`config.mk`:
```
export PLATFORM = sky130hd
export DESIGN_NAME = ordered_access_unit
export DESIGN_NICKNAME = d
export VERILOG_FILES = /design/src/rtl/oau_pkg.sv /design/src/rtl/oau_screen.sv /design/src/rtl/oau_datapath.sv /design/src/rtl/oau_control.sv /design/src/rtl/ordered_access_unit.sv
export SDC_FILE = /design/constraint.sdc
export NUM_CORES = 1
export LEC_CHECK = 0
export ABC_AREA = 1
export BUFFER_PORTS_ARGS = -buffer_cell sky130_fd_sc_hd__buf_2
export CAP_MARGIN = 20
export CELL_PAD_IN_SITES_DETAIL_PLACEMENT = 2
export CELL_PAD_IN_SITES_GLOBAL_PLACEMENT = 2
export CORE_AREA = 8 8 133 227
export CTS_CLUSTER_SIZE = 24
export DETAILED_ROUTE_END_ITERATION = 6
export DIE_AREA = 0 0 141 235
export PLACE_DENSITY_LB_ADDON = 0.1
export SYNTH_ARGS = -nofsm -noshare
export SYNTH_HDL_FRONTEND = slang
export SYNTH_SLANG_ARGS = --single-unit
```
`constraint.sdc`:
```
create_clock -name clk -period 2.85 [get_ports clk]
set_clock_uncertainty 0.05 [all_clocks]
set_input_delay 0.1425 -clock clk [delete_from_list [all_inputs] [get_ports clk]]
set_output_delay 0.1425 -clock clk [all_outputs]
set_load 0.02 [all_outputs]
```
`src/rtl/oau_pkg.sv`:
```
package oau_pkg;

  typedef enum logic [2:0] {
    CLS_PLAIN      = 3'd0,
    CLS_ACQ        = 3'd1,
    CLS_REL        = 3'd2,
    CLS_STRONG_ACQ = 3'd3,
    CLS_STRONG_REL = 3'd4
  } ordClass_e;

  typedef enum logic [1:0] {
    KIND_READ     = 2'd0,
    KIND_ANNOUNCE = 2'd1,
    KIND_WRITE    = 2'd2
  } memKind_e;

  localparam logic [3:0] CAUSE_NONE         = 4'd0;
  localparam logic [3:0] CAUSE_FETCH_ACCESS = 4'd1;
  localparam logic [3:0] CAUSE_LOAD_ALIGN   = 4'd4;
  localparam logic [3:0] CAUSE_LOAD_ACCESS  = 4'd5;
  localparam logic [3:0] CAUSE_STORE_ALIGN  = 4'd6;
  localparam logic [3:0] CAUSE_STORE_ACCESS = 4'd7;

  // control -> datapath strobes
  typedef struct packed {
    logic captureReq;  // latch request and screening verdict
    logic captureRsp;  // latch memory outcome (read or write ack)
  } dpStrobes_t;

endpackage

```
`src/rtl/oau_screen.sv`:
```
// Combinational screening of a request: alignment, flag legality, class.
module oau_screen
  import oau_pkg::*;
#(
  parameter int OFF_W  = 3,
  parameter int SIZE_W = 2
) (
  input  logic              isStore,
  input  logic [SIZE_W-1:0] size,
  input  logic [OFF_W-1:0]  addrLow,
  input  logic              acquire,
  input  logic              release_,
  input  logic              reserve,
  output logic              misaligned,
  output logic              unsupported,
  output ordClass_e         ordClass
);

  logic [OFF_W-1:0] lowMask;
  logic             offsetBad;
  logic             needAlign;
  logic             badMix;

  always_comb begin
    lowMask   = OFF_W'((32'd1 << size) - 32'd1);
    offsetBad = |(addrLow & lowMask);
    needAlign = isStore ? (release_ | reserve) : (acquire | reserve);
    badMix    = isStore ? (acquire & ~release_) : (release_ & ~acquire);
    // alignment fault outranks an unsupported mix
    misaligned  = needAlign & offsetBad;
    unsupported = badMix & ~misaligned;
  end

  always_comb begin
    if (acquire && release_)  ordClass = isStore ? CLS_STRONG_REL : CLS_STRONG_ACQ;
    else if (acquire)         ordClass = CLS_ACQ;
    else if (release_)        ordClass = CLS_REL;
    else                      ordClass = CLS_PLAIN;
  end

endmodule

```
`src/rtl/oau_datapath.sv`:
```
// Request/response registers, lane masking and cause selection.
module oau_datapath
  import oau_pkg::*;
#(
  parameter int ADDR_W = 16,
  parameter int DATA_W = 64,
  parameter int OFF_W  = 3,
  parameter int SIZE_W = 2
) (
  input  logic              clk,
  input  logic              rstN,
  input  dpStrobes_t        strobes,
  input  logic              memCmd,
  input  logic              reqStore,
  input  logic              reqFetch,
  input  logic [ADDR_W-1:0] reqAddr,
  input  logic [SIZE_W-1:0] reqSize,
  input  logic              reqAcquire,
  input  logic              reqRelease,
  input  logic              reqReserve,
  input  logic [DATA_W-1:0] reqWdata,
  input  logic              memOk,
  input  logic [DATA_W-1:0] memRdata,
  output logic              blocked,
  output logic              isStoreQ,
  output logic [ADDR_W-1:0] memAddr,
  output logic [SIZE_W-1:0] memSize,
  output logic [2:0]        memClass,
  output logic              memExcl,
  output logic [DATA_W-1:0] memWdata,
  output logic [DATA_W-1:0] rspData,
  output logic              rspFault,
  output logic [3:0]        rspCause,
  output logic              rspUnsupported
);

  localparam int BYTES = DATA_W / 8;

  logic              screenMis;
  logic              screenUnsup;
  ordClass_e         screenClass;

  logic [ADDR_W-1:0] addrQ;
  logic [SIZE_W-1:0] sizeQ;
  logic              storeQ;
  logic              fetchQ;
  logic              exclQ;
  ordClass_e         classQ;
  logic [DATA_W-1:0] wdataQ;
  logic              misQ;
  logic              unsupQ;
  logic              failQ;
  logic [DATA_W-1:0] rdataQ;
  logic [DATA_W-1:0] laneMask;

  oau_screen #(.OFF_W(OFF_W), .SIZE_W(SIZE_W)) screen_i (
    .isStore    (reqStore),
    .size       (reqSize),
    .addrLow    (reqAddr[OFF_W-1:0]),
    .acquire    (reqAcquire),
    .release_   (reqRelease),
    .reserve    (reqReserve),
    .misaligned (screenMis),
    .unsupported(screenUnsup),
    .ordClass   (screenClass)
  );

  for (genvar b = 0; b < BYTES; b++) begin : g_lane
    assign laneMask[8*b +: 8] = {8{(32'(b) < (32'd1 << sizeQ))}};
  end

  always_ff @(posedge clk) begin
    if (!rstN) begin
      addrQ  <= '0;
      sizeQ  <= '0;
      storeQ <= 1'b0;
      fetchQ <= 1'b0;
      exclQ  <= 1'b0;
      classQ <= CLS_PLAIN;
      wdataQ <= '0;
      misQ   <= 1'b0;
      unsupQ <= 1'b0;
      failQ  <= 1'b0;
      rdataQ <= '0;
    end else begin
      if (strobes.captureReq) begin
        addrQ  <= reqAddr;
        sizeQ  <= reqSize;
        storeQ <= reqStore;
        fetchQ <= reqFetch & ~reqStore;
        exclQ  <= reqReserve;
        classQ <= screenClass;
        wdataQ <= reqWdata;
        misQ   <= screenMis;
        unsupQ <= screenUnsup;
        failQ  <= 1'b0;
        rdataQ <= '0;
      end else if (strobes.captureRsp) begin
        failQ  <= ~memOk;
        rdataQ <= (memOk && !storeQ) ? (memRdata & laneMask) : '0;
      end
    end
  end

  always_comb begin
    blocked        = misQ | unsupQ;
    isStoreQ       = storeQ;
    memAddr        = addrQ;
    memSize        = sizeQ;
    memClass       = classQ;
    memExcl        = exclQ;
    memWdata       = wdataQ & laneMask;
    rspData        = (misQ || unsupQ || failQ) ? '0 : rdataQ;
    rspUnsupported = unsupQ;
    rspFault       = misQ | (failQ & ~unsupQ);
    if (misQ)       rspCause = storeQ ? CAUSE_STORE_ALIGN : CAUSE_LOAD_ALIGN;
    else if (failQ) rspCause = storeQ ? CAUSE_STORE_ACCESS
                               : (fetchQ ? CAUSE_FETCH_ACCESS : CAUSE_LOAD_ACCESS);
    else            rspCause = CAUSE_NONE;
  end

  // a screened-out request must never reach the memory port
  assert_blocked_no_cmd_R2: assert property (@(posedge clk) disable iff (!rstN)
    memCmd |-> !misQ && !unsupQ);

  // an outcome is only latched for a request that passed screening
  assert_capture_screened_R3: assert property (@(posedge clk) disable iff (!rstN)
    strobes.captureRsp |-> !blocked);

endmodule

```
`src/rtl/oau_control.sv`:
```
// Sequencer: accept, dispatch, read or announce+write, respond.
module oau_control
  import oau_pkg::*;
(
  input  logic       clk,
  input  logic       rstN,
  input  logic       reqValid,
  input  logic       memAck,
  input  logic       blocked,
  input  logic       isStoreQ,
  output logic       reqReady,
  output logic       memCmd,
  output logic [1:0] memKind,
  output logic       rspValid,
  output dpStrobes_t strobes
);

  typedef enum logic [2:0] {
    ST_IDLE, ST_DISPATCH, ST_READ, ST_ANNOUNCE, ST_WRITE, ST_RESP
  } state_e;

  state_e   state, stateNext;
  memKind_e kindNow;

  always_comb begin
    stateNext = state;
    unique case (state)
      ST_IDLE:     if (reqValid) stateNext = ST_DISPATCH;
      ST_DISPATCH: begin
        if (blocked)       stateNext = ST_RESP;
        else if (isStoreQ) stateNext = ST_ANNOUNCE;
        else               stateNext = ST_READ;
      end
      ST_READ:     if (memAck) stateNext = ST_RESP;
      ST_ANNOUNCE: if (memAck) stateNext = ST_WRITE;
      ST_WRITE:    if (memAck) stateNext = ST_RESP;
      ST_RESP:     stateNext = ST_IDLE;
      default:     stateNext = ST_IDLE;
    endcase
  end

  always_ff @(posedge clk) begin
    if (!rstN) state <= ST_IDLE;
    else       state <= stateNext;
  end

  always_comb begin
    unique case (state)
      ST_ANNOUNCE: kindNow = KIND_ANNOUNCE;
      ST_WRITE:    kindNow = KIND_WRITE;
      default:     kindNow = KIND_READ;
    endcase
    reqReady           = (state == ST_IDLE);
    memCmd             = (state == ST_READ) || (state == ST_ANNOUNCE) || (state == ST_WRITE);
    memKind            = kindNow;
    rspValid           = (state == ST_RESP);
    strobes.captureReq = reqValid && (state == ST_IDLE);
    strobes.captureRsp = memAck && ((state == ST_READ) || (state == ST_WRITE));
  end

  assert_cmd_held_R11: assert property (@(posedge clk) disable iff (!rstN)
    memCmd && !memAck |=> memCmd && $stable(memKind));

  assert_write_follows_announce_R10: assert property (@(posedge clk) disable iff (!rstN)
    memCmd && memAck && memKind == KIND_ANNOUNCE |=> memCmd && memKind == KIND_WRITE);

  assert_rsp_single_pulse_R11: assert property (@(posedge clk) disable iff (!rstN)
    rspValid |=> !rspValid && reqReady);

endmodule

```
`src/rtl/ordered_access_unit.sv`:
```
module ordered_access_unit
  import oau_pkg::*;
#(
  parameter int ADDR_W = 16,
  parameter int DATA_W = 64
) (
  input  logic              clk,
  input  logic              rstN,
  input  logic              reqValid,
  output logic              reqReady,
  input  logic              reqStore,
  input  logic              reqFetch,
  input  logic [ADDR_W-1:0] reqAddr,
  input  logic [1:0]        reqSize,
  input  logic              reqAcquire,
  input  logic              reqRelease,
  input  logic              reqReserve,
  input  logic [DATA_W-1:0] reqWdata,
  output logic              memCmd,
  output logic [1:0]        memKind,
  output logic [ADDR_W-1:0] memAddr,
  output logic [1:0]        memSize,
  output logic [2:0]        memClass,
  output logic              memExcl,
  output logic [DATA_W-1:0] memWdata,
  input  logic              memAck,
  input  logic              memOk,
  input  logic [DATA_W-1:0] memRdata,
  output logic              rspValid,
  output logic [DATA_W-1:0] rspData,
  output logic              rspFault,
  output logic [3:0]        rspCause,
  output logic              rspUnsupported
);

  localparam int OFF_W  = $clog2(DATA_W / 8);
  localparam int SIZE_W = 2;

  dpStrobes_t strobes;
  logic       blocked;
  logic       isStoreQ;

  oau_control control_i (
    .clk     (clk),
    .rstN    (rstN),
    .reqValid(reqValid),
    .memAck  (memAck),
    .blocked (blocked),
    .isStoreQ(isStoreQ),
    .reqReady(reqReady),
    .memCmd  (memCmd),
    .memKind (memKind),
    .rspValid(rspValid),
    .strobes (strobes)
  );

  oau_datapath #(
    .ADDR_W(ADDR_W), .DATA_W(DATA_W), .OFF_W(OFF_W), .SIZE_W(SIZE_W)
  ) datapath_i (
    .clk           (clk),
    .rstN          (rstN),
    .strobes       (strobes),
    .memCmd        (memCmd),
    .reqStore      (reqStore),
    .reqFetch      (reqFetch),
    .reqAddr       (reqAddr),
    .reqSize       (reqSize),
    .reqAcquire    (reqAcquire),
    .reqRelease    (reqRelease),
    .reqReserve    (reqReserve),
    .reqWdata      (reqWdata),
    .memOk         (memOk),
    .memRdata      (memRdata),
    .blocked       (blocked),
    .isStoreQ      (isStoreQ),
    .memAddr       (memAddr),
    .memSize       (memSize),
    .memClass      (memClass),
    .memExcl       (memExcl),
    .memWdata      (memWdata),
    .rspData       (rspData),
    .rspFault      (rspFault),
    .rspCause      (rspCause),
    .rspUnsupported(rspUnsupported)
  );

endmodule

```
Word level (Yosys, flattened, before mapping)
Index checks and enable logic that the tools add are counted.
Cells by class
  mux-type cells: 20
  add/sub/neg operators: 1
  equal/unequal tests: 8
  reductions and logical operators: 15
  bitwise operators: 20
  shift operators: 2
  magnitude comparators: 8
Operator list (count)
  $and 64x64->64: 2
  $lt 3x32->1 const A: 4
  $mux 64: 2
  $lt 1x32->1 const A: 2
  $lt 2x32->1 const A: 2
  $shl 1x2->32 const A: 1
  $mux 3: 7
  $mux 4: 3
  $pmux 3 s4: 1
  $not 1->1: 7
  $and 1x1->1: 6
  $eq 3x2->1 const B: 2
  $eq 3x3->1 const B: 2
  $mux 2: 3
  $logic_or 1x1->1: 5
  $logic_and 1x1->1: 4
  $ne 2x2->1 const B: 2
  $or 1x1->1: 4
  $pmux 2 s2: 1
  $reduce_or 2->1: 2
  $and 3x3->3: 1
  $eq 3x1->1 const B: 1
  $logic_not 3->1: 1
  $mux 1: 3
  6 further kinds: 6
Word-level totals
  bits in registers: 158
  bits of input ports: 156
  output and inout bits: 161
  word-level logic and storage cells: 86

Depth between registers and ports, before layout
  depth after elaboration: 7
  mapped depth: 9
  mapped depth without buffers: 8

Hierarchy
Synthesis repeated with hierarchy kept, for this count alone.
Second synthesis, totals
  cell total of the unflattened synthesis: 1048
  area total of the unflattened synthesis: 7317.0 um^2
Modules (own cells, without submodules)
  oau_datapath: cells an instance 984, seq. area each 3103.0 um^2, area an instance 6975.4 um^2, instances 1
  oau_control: cells an instance 44, seq. area each 60.1 um^2, area an instance 249.0 um^2, instances 1
  oau_screen: cells an instance 20, seq. area each 0.0 um^2, area an instance 92.6 um^2, instances 1

Least setup slack after synthesis
OpenSTA, ideal clock, no wires.
  path type: register -> output
  start: reg datapath_i.sizeQ[1], in the netlist datapath_i.memSize[1]
  end: out memWdata[22]
  slack: 1.360 ns
  arrival time: 1.298 ns
  path buffers: 3
  required time: 2.658 ns
  stages on the path, launching flop included: 6
  cells stage by stage: dfxtp_1 > buf_2 > buf_2 > buf_1 > nand2_1 > inv_1
Between the ends
  cells in the longest elaborated chain, start to end: 3
RTL lines
  from (decl): RTL line oau_datapath.sv:44  | logic [SIZE_W-1:0] sizeQ;
  from (signal assigned): RTL line oau_datapath.sv:88  | sizeQ <= reqSize;
  $shl 1x2->32: RTL line oau_datapath.sv:69  | assign laneMask[8*b +: 8] = {8{(32'(b) < (32'd1 << sizeQ))}};
  $lt 2x32->1: RTL line oau_datapath.sv:69
  $and 64x64->64: RTL line oau_datapath.sv:112  | memWdata = wdataQ & laneMask;
  to (decl): RTL line ordered_access_unit.sv:25  | output logic [DATA_W-1:0] memWdata,
Every way passes these cells.

Final worst setup path
  start: reg datapath_i.misQ
  end: out rspData[59]
Between the ends
  cells in the longest elaborated chain, start to end: 3
RTL lines
  from (decl): RTL line oau_datapath.sv:50  | logic misQ;
  from (signal assigned): RTL line oau_datapath.sv:94  | misQ <= screenMis;
  $logic_or 1x1->1 (2 in a row): RTL line oau_datapath.sv:113  | rspData = (misQ || unsupQ || failQ) ? '0 : rdataQ;
  $mux 64: RTL line oau_datapath.sv:113
  to (decl): RTL line ordered_access_unit.sv:30  | output logic [DATA_W-1:0] rspData,
Every way passes these cells.

==> metrics list <==
* Clock insertion delay at the later pin of the skew report: 0.43 ns
- The finished cells cover around 0.011 mm^2.
* Critical Path RT: 2.66 ns
* Max cap viols: 0
* Count of cells resized by post-cts repair: 0
* Number of I/O pins: 317
- For this run, design rule violations remaining after detail routing come to 0.
- For this configuration, the core starts out at a cell density of between 20 and 30%.
* Result of the run: complete, no violations
- After technology mapping, the gate count stands at 1019.
* Fraction of power consumed by combinational cells: around two fifths
- Number of standard-cell rows in the floorplan: 80
- Final cycle utilization of the critical path: between 70% and 80%
- The first global-routing pass estimated ~49000 um of wire.
- For this run, the number of Yosys warnings is 0.
* Commonest non-fill, non-tap cells in the layout: buf_2, nor2_1, dfxtp_1
- Vias per std cell: 4.42
- The analysis attributes to cell leakage a power of ~5.2 nW.
- Overflow after GRT: 0
- The area growth from synthesis to layout is 56.1%.
- The cell area that synthesis handed to floorplanning was a little under 0.007 mm^2.
* Hold Vio Cnt, Final: 0
* Horizontal extent of the die: 141 um
* Die extent in y: 235 um
* Maximum VDD drop: ~490 uV
- The first detailed-routing pass ran for 4 iterations.
- H-tree level count: 4
* Net switching share of the total power: between 40 and 50%
- Initial DRC Count: 272
- Vias in the first global route: 9107
- Placer congestion estimate: 0.711
- Largest net degree at the start of global routing: 129
* Number of buffers added on ports: 315
- After detailed routing, the met3 layer carries 1980 um of wire.
- By instance count, the cell type seen most on the critical path is nor2_1.
- In the final routing, the length of wire on met1 measures 12000 um.
- Global routing used 18.9% of the available tracks across all layers.
* FMAX: 449 MHz
- Data on the critical path arrives at its endpoint at 2.03 ns.
- Cells with a size suffix above 1 make up 25.6% of the layout.
- After detailed routing, the total wire length is 31200 um.
- Count of vias placed by the detailed router: 8071
- Detailed-route wire length per cell: 17.1 um
- After legalization and detailed placement, the total HPWL measured 20400 um.
- Post-Synthesis Mean Instance Area: between 6 and 7 um^2
* Total clock buffers created by CTS: 17
- Net switching power: 0.00364 W
- Final core utilization: around two fifths
- TritonCTS Sinks: approximately 160
- Counting cells, the worst reg-to-reg path comes to 7.
- CP endpoint kind: primary output
* Worst min-delay path class: in2reg
* Slew Limit Headroom: 51.1%
- Hold Startpoint: memRdata[3]
- The count of nets left with antenna violations once routing finished came out at 0.
- Cell chosen for the clock root: clkbuf_16
- Post-CTS timing repair inserted 0 buffers for setup.
- Reg-to-reg critical path startpoint: control_i.state[1]$_SDFFE_PN0P_
* Leading cell type in the layout, fill and taps excluded: buf_2
- Clk pwr share: 26.5%
- Internal power: 0.00529 W
- Crit path time final: 2.23 ns
- Setup violations remaining at the end of the flow were counted as 0.
* Hold Path Cell Cnt: 5
- Flip-flop and latch count after synthesis: 158
- In this run, distinct cell masters in the synthesized netlist total 24.
- Flop pwr share: 34.4%
* Number of buffers added to fix hold violations after cts: 148
* Portion of the post-synthesis area used by sequential elements: about 46%
- The setup path with the least slack is of type reg2out.
* Full die area: roughly 0.033 mm^2
* Critical-path top delay cell: dfxtp_1
* Highest cell delay on the worst timing path: roughly 0.36 ns
- Biggest fanout along the worst timing path: 42
- Post-synthesis net count: 1175
* CTS tree: yes
- After the last flow step, the layout net total stands at 1594.
- Endpoint of the most critical register-to-register path: datapath_i.memClass[1]$_SDFFE_PN0P_
- Metal2 WL: about 16000 um
- Nature of the critical path startpoint: flop
- No sink is reached through more buffers than the 2 on the longest clock path.
- The core region is 0.0271 mm^2.
- At the pin with the least slew margin, the transition time is roughly 0.73 ns.
- Pwr dens: about 830 mW/mm^2
- Final Instance Count excl. Fillers: 1826
- CP cell instances: nor2_1 > nand2_2 > buf_12 > nor2_1 > buf_2
- Total negative slack for setup checks: 0 ns
- Flop-to-flop setup slack: 0.73 ns
- The number of max-slew violations in the final report is 0.
- Routed signal wires occupy layers up through met4.
* DP Cell Count: 1640
- The number of antenna violations at the first check in global routing was 6.
- The path with the worst hold slack has its endpoint at datapath_i.rdataQ[3]$_SDFFE_PP0P_.
- Unrepaired setup endpoints after global routing: no
* Register clock-pin slew on the reported worst setup and hold paths: about 0.060 ns
- The placed instances occupy a cell area of approximately 0.0087 mm^2.
==> through the flow <==
step           total power (W)  setup WS, ns  hold WS, ns
2_1_floorplan          0.00537          1.36        0.227
3_5_place_dp           0.00646         0.853        0.322
6_report               0.00893         0.625       0.0213
5_1_grt                0.00961         0.432       0.0364
3_3_place_gp           0.00637         0.966        0.312
4_1_cts                0.00906         0.569    0.0000648
==> cell type report <==
cell class / count / area (um^2)
antenna: 6 / 15.0
clock buffer: 22 / 494
clock inverter: 10 / 110
fill: 3191 / 16400
inverter: 137 / 514
multi-input combinational: 649 / 2800
sequential: 158 / 3160
tap: 369 / 462
timing repair buffer: 475 / 3210
==> how the worst max path moves through the flow <==
stage / start / endpoint / slack [ns] / cells after the start
finish: datapath_i.misQ$_SDFFE_PN0P_ / rspData[59] / 0.62 / 5
global route: datapath_i.misQ$_SDFFE_PN0P_ / rspData[59] / 0.43 / 5
CTS: datapath_i.misQ$_SDFFE_PN0P_ / rspData[0] / 0.57 / 5
detailed placement: datapath_i.isStoreQ$_SDFFE_PN0P_ / datapath_i.rdataQ[9]$_SDFFE_PP0P_ / 0.85 / 5
global placement: datapath_i.isStoreQ$_SDFFE_PN0P_ / datapath_i.rdataQ[8]$_SDFFE_PP0P_ / 0.97 / 5
floorplan: datapath_i.memSize[1]$_SDFFE_PN0P_ / memWdata[22] / 1.36 / 5
==> synthesized netlist by cell type, drive strengths merged <==
cell type / n / share of area, %
conb: 1 / 0.054
o21a: 1 / 0.11
nand3: 5 / 0.36
nand4: 1 / 0.091
o21ai: 128 / 9.3
a21oi: 105 / 7.6
inv: 137 / 7.5
a21o: 1 / 0.11
nand3b: 2 / 0.22
nor2: 281 / 15
a31oi: 1 / 0.091
clkbuf: 32 / 1.7
dfxtp: 158 / 46
nand2: 120 / 6.7
a21boi: 1 / 0.16
nor3: 2 / 0.15
buf: 43 / 4.6
==> registers in the layout (all words and copies together), names as in the netlist, 2 cells and up <==
signal	cells
datapath_i.memAddr	16
datapath_i.wdataQ	64
datapath_i.memSize	2
datapath_i.memClass	3
control_i.state	3
datapath_i.rdataQ	64
==> worst max-delay path, delay by kind of cell, from the launching register on <==
family | cells | cell delay, ns
flops | 1 | 0.36
simple gates | 3 | 0.69
buf+inv | 2 | 0.52
==> power groups by stage <==
| stage | sequential, W | clock, W | combinational, W |
|---|---|---|---|
| 4_1_cts | 0.00307 | 0.00246 | 0.00354 |
| 3_5_place_dp | 0.00311 | 0 | 0.00335 |
| 3_3_place_gp | 0.00308 | 0 | 0.00328 |
| 5_1_grt | 0.00314 | 0.00255 | 0.00391 |
| 2_1_floorplan | 0.00315 | 0 | 0.00222 |
| 6_report | 0.00307 | 0.00236 | 0.00349 |
==> logic make-up (layout without fill, tap and decap cells) <==
family	Yosys count	in the layout	share of synthesized area, %
AND/OR/NAND/NOR	411	411	22.9
AO/OA/AOI/OAI	237	237	17.4
buffers and inverters	212	644	13.8
flip-flops	158	158	45.9
other	1	7	0.0544
==> per-layer routing <==
metal / track usage [%] / vias up
met5: 0 / -
met4: 7.98 / 0
met3: 6.17 / 47
met2: 34.5 / 220
met1: 19.2 / 3850
li1: - / 3954
Note: power is estimated with default switching activity, not from simulation.
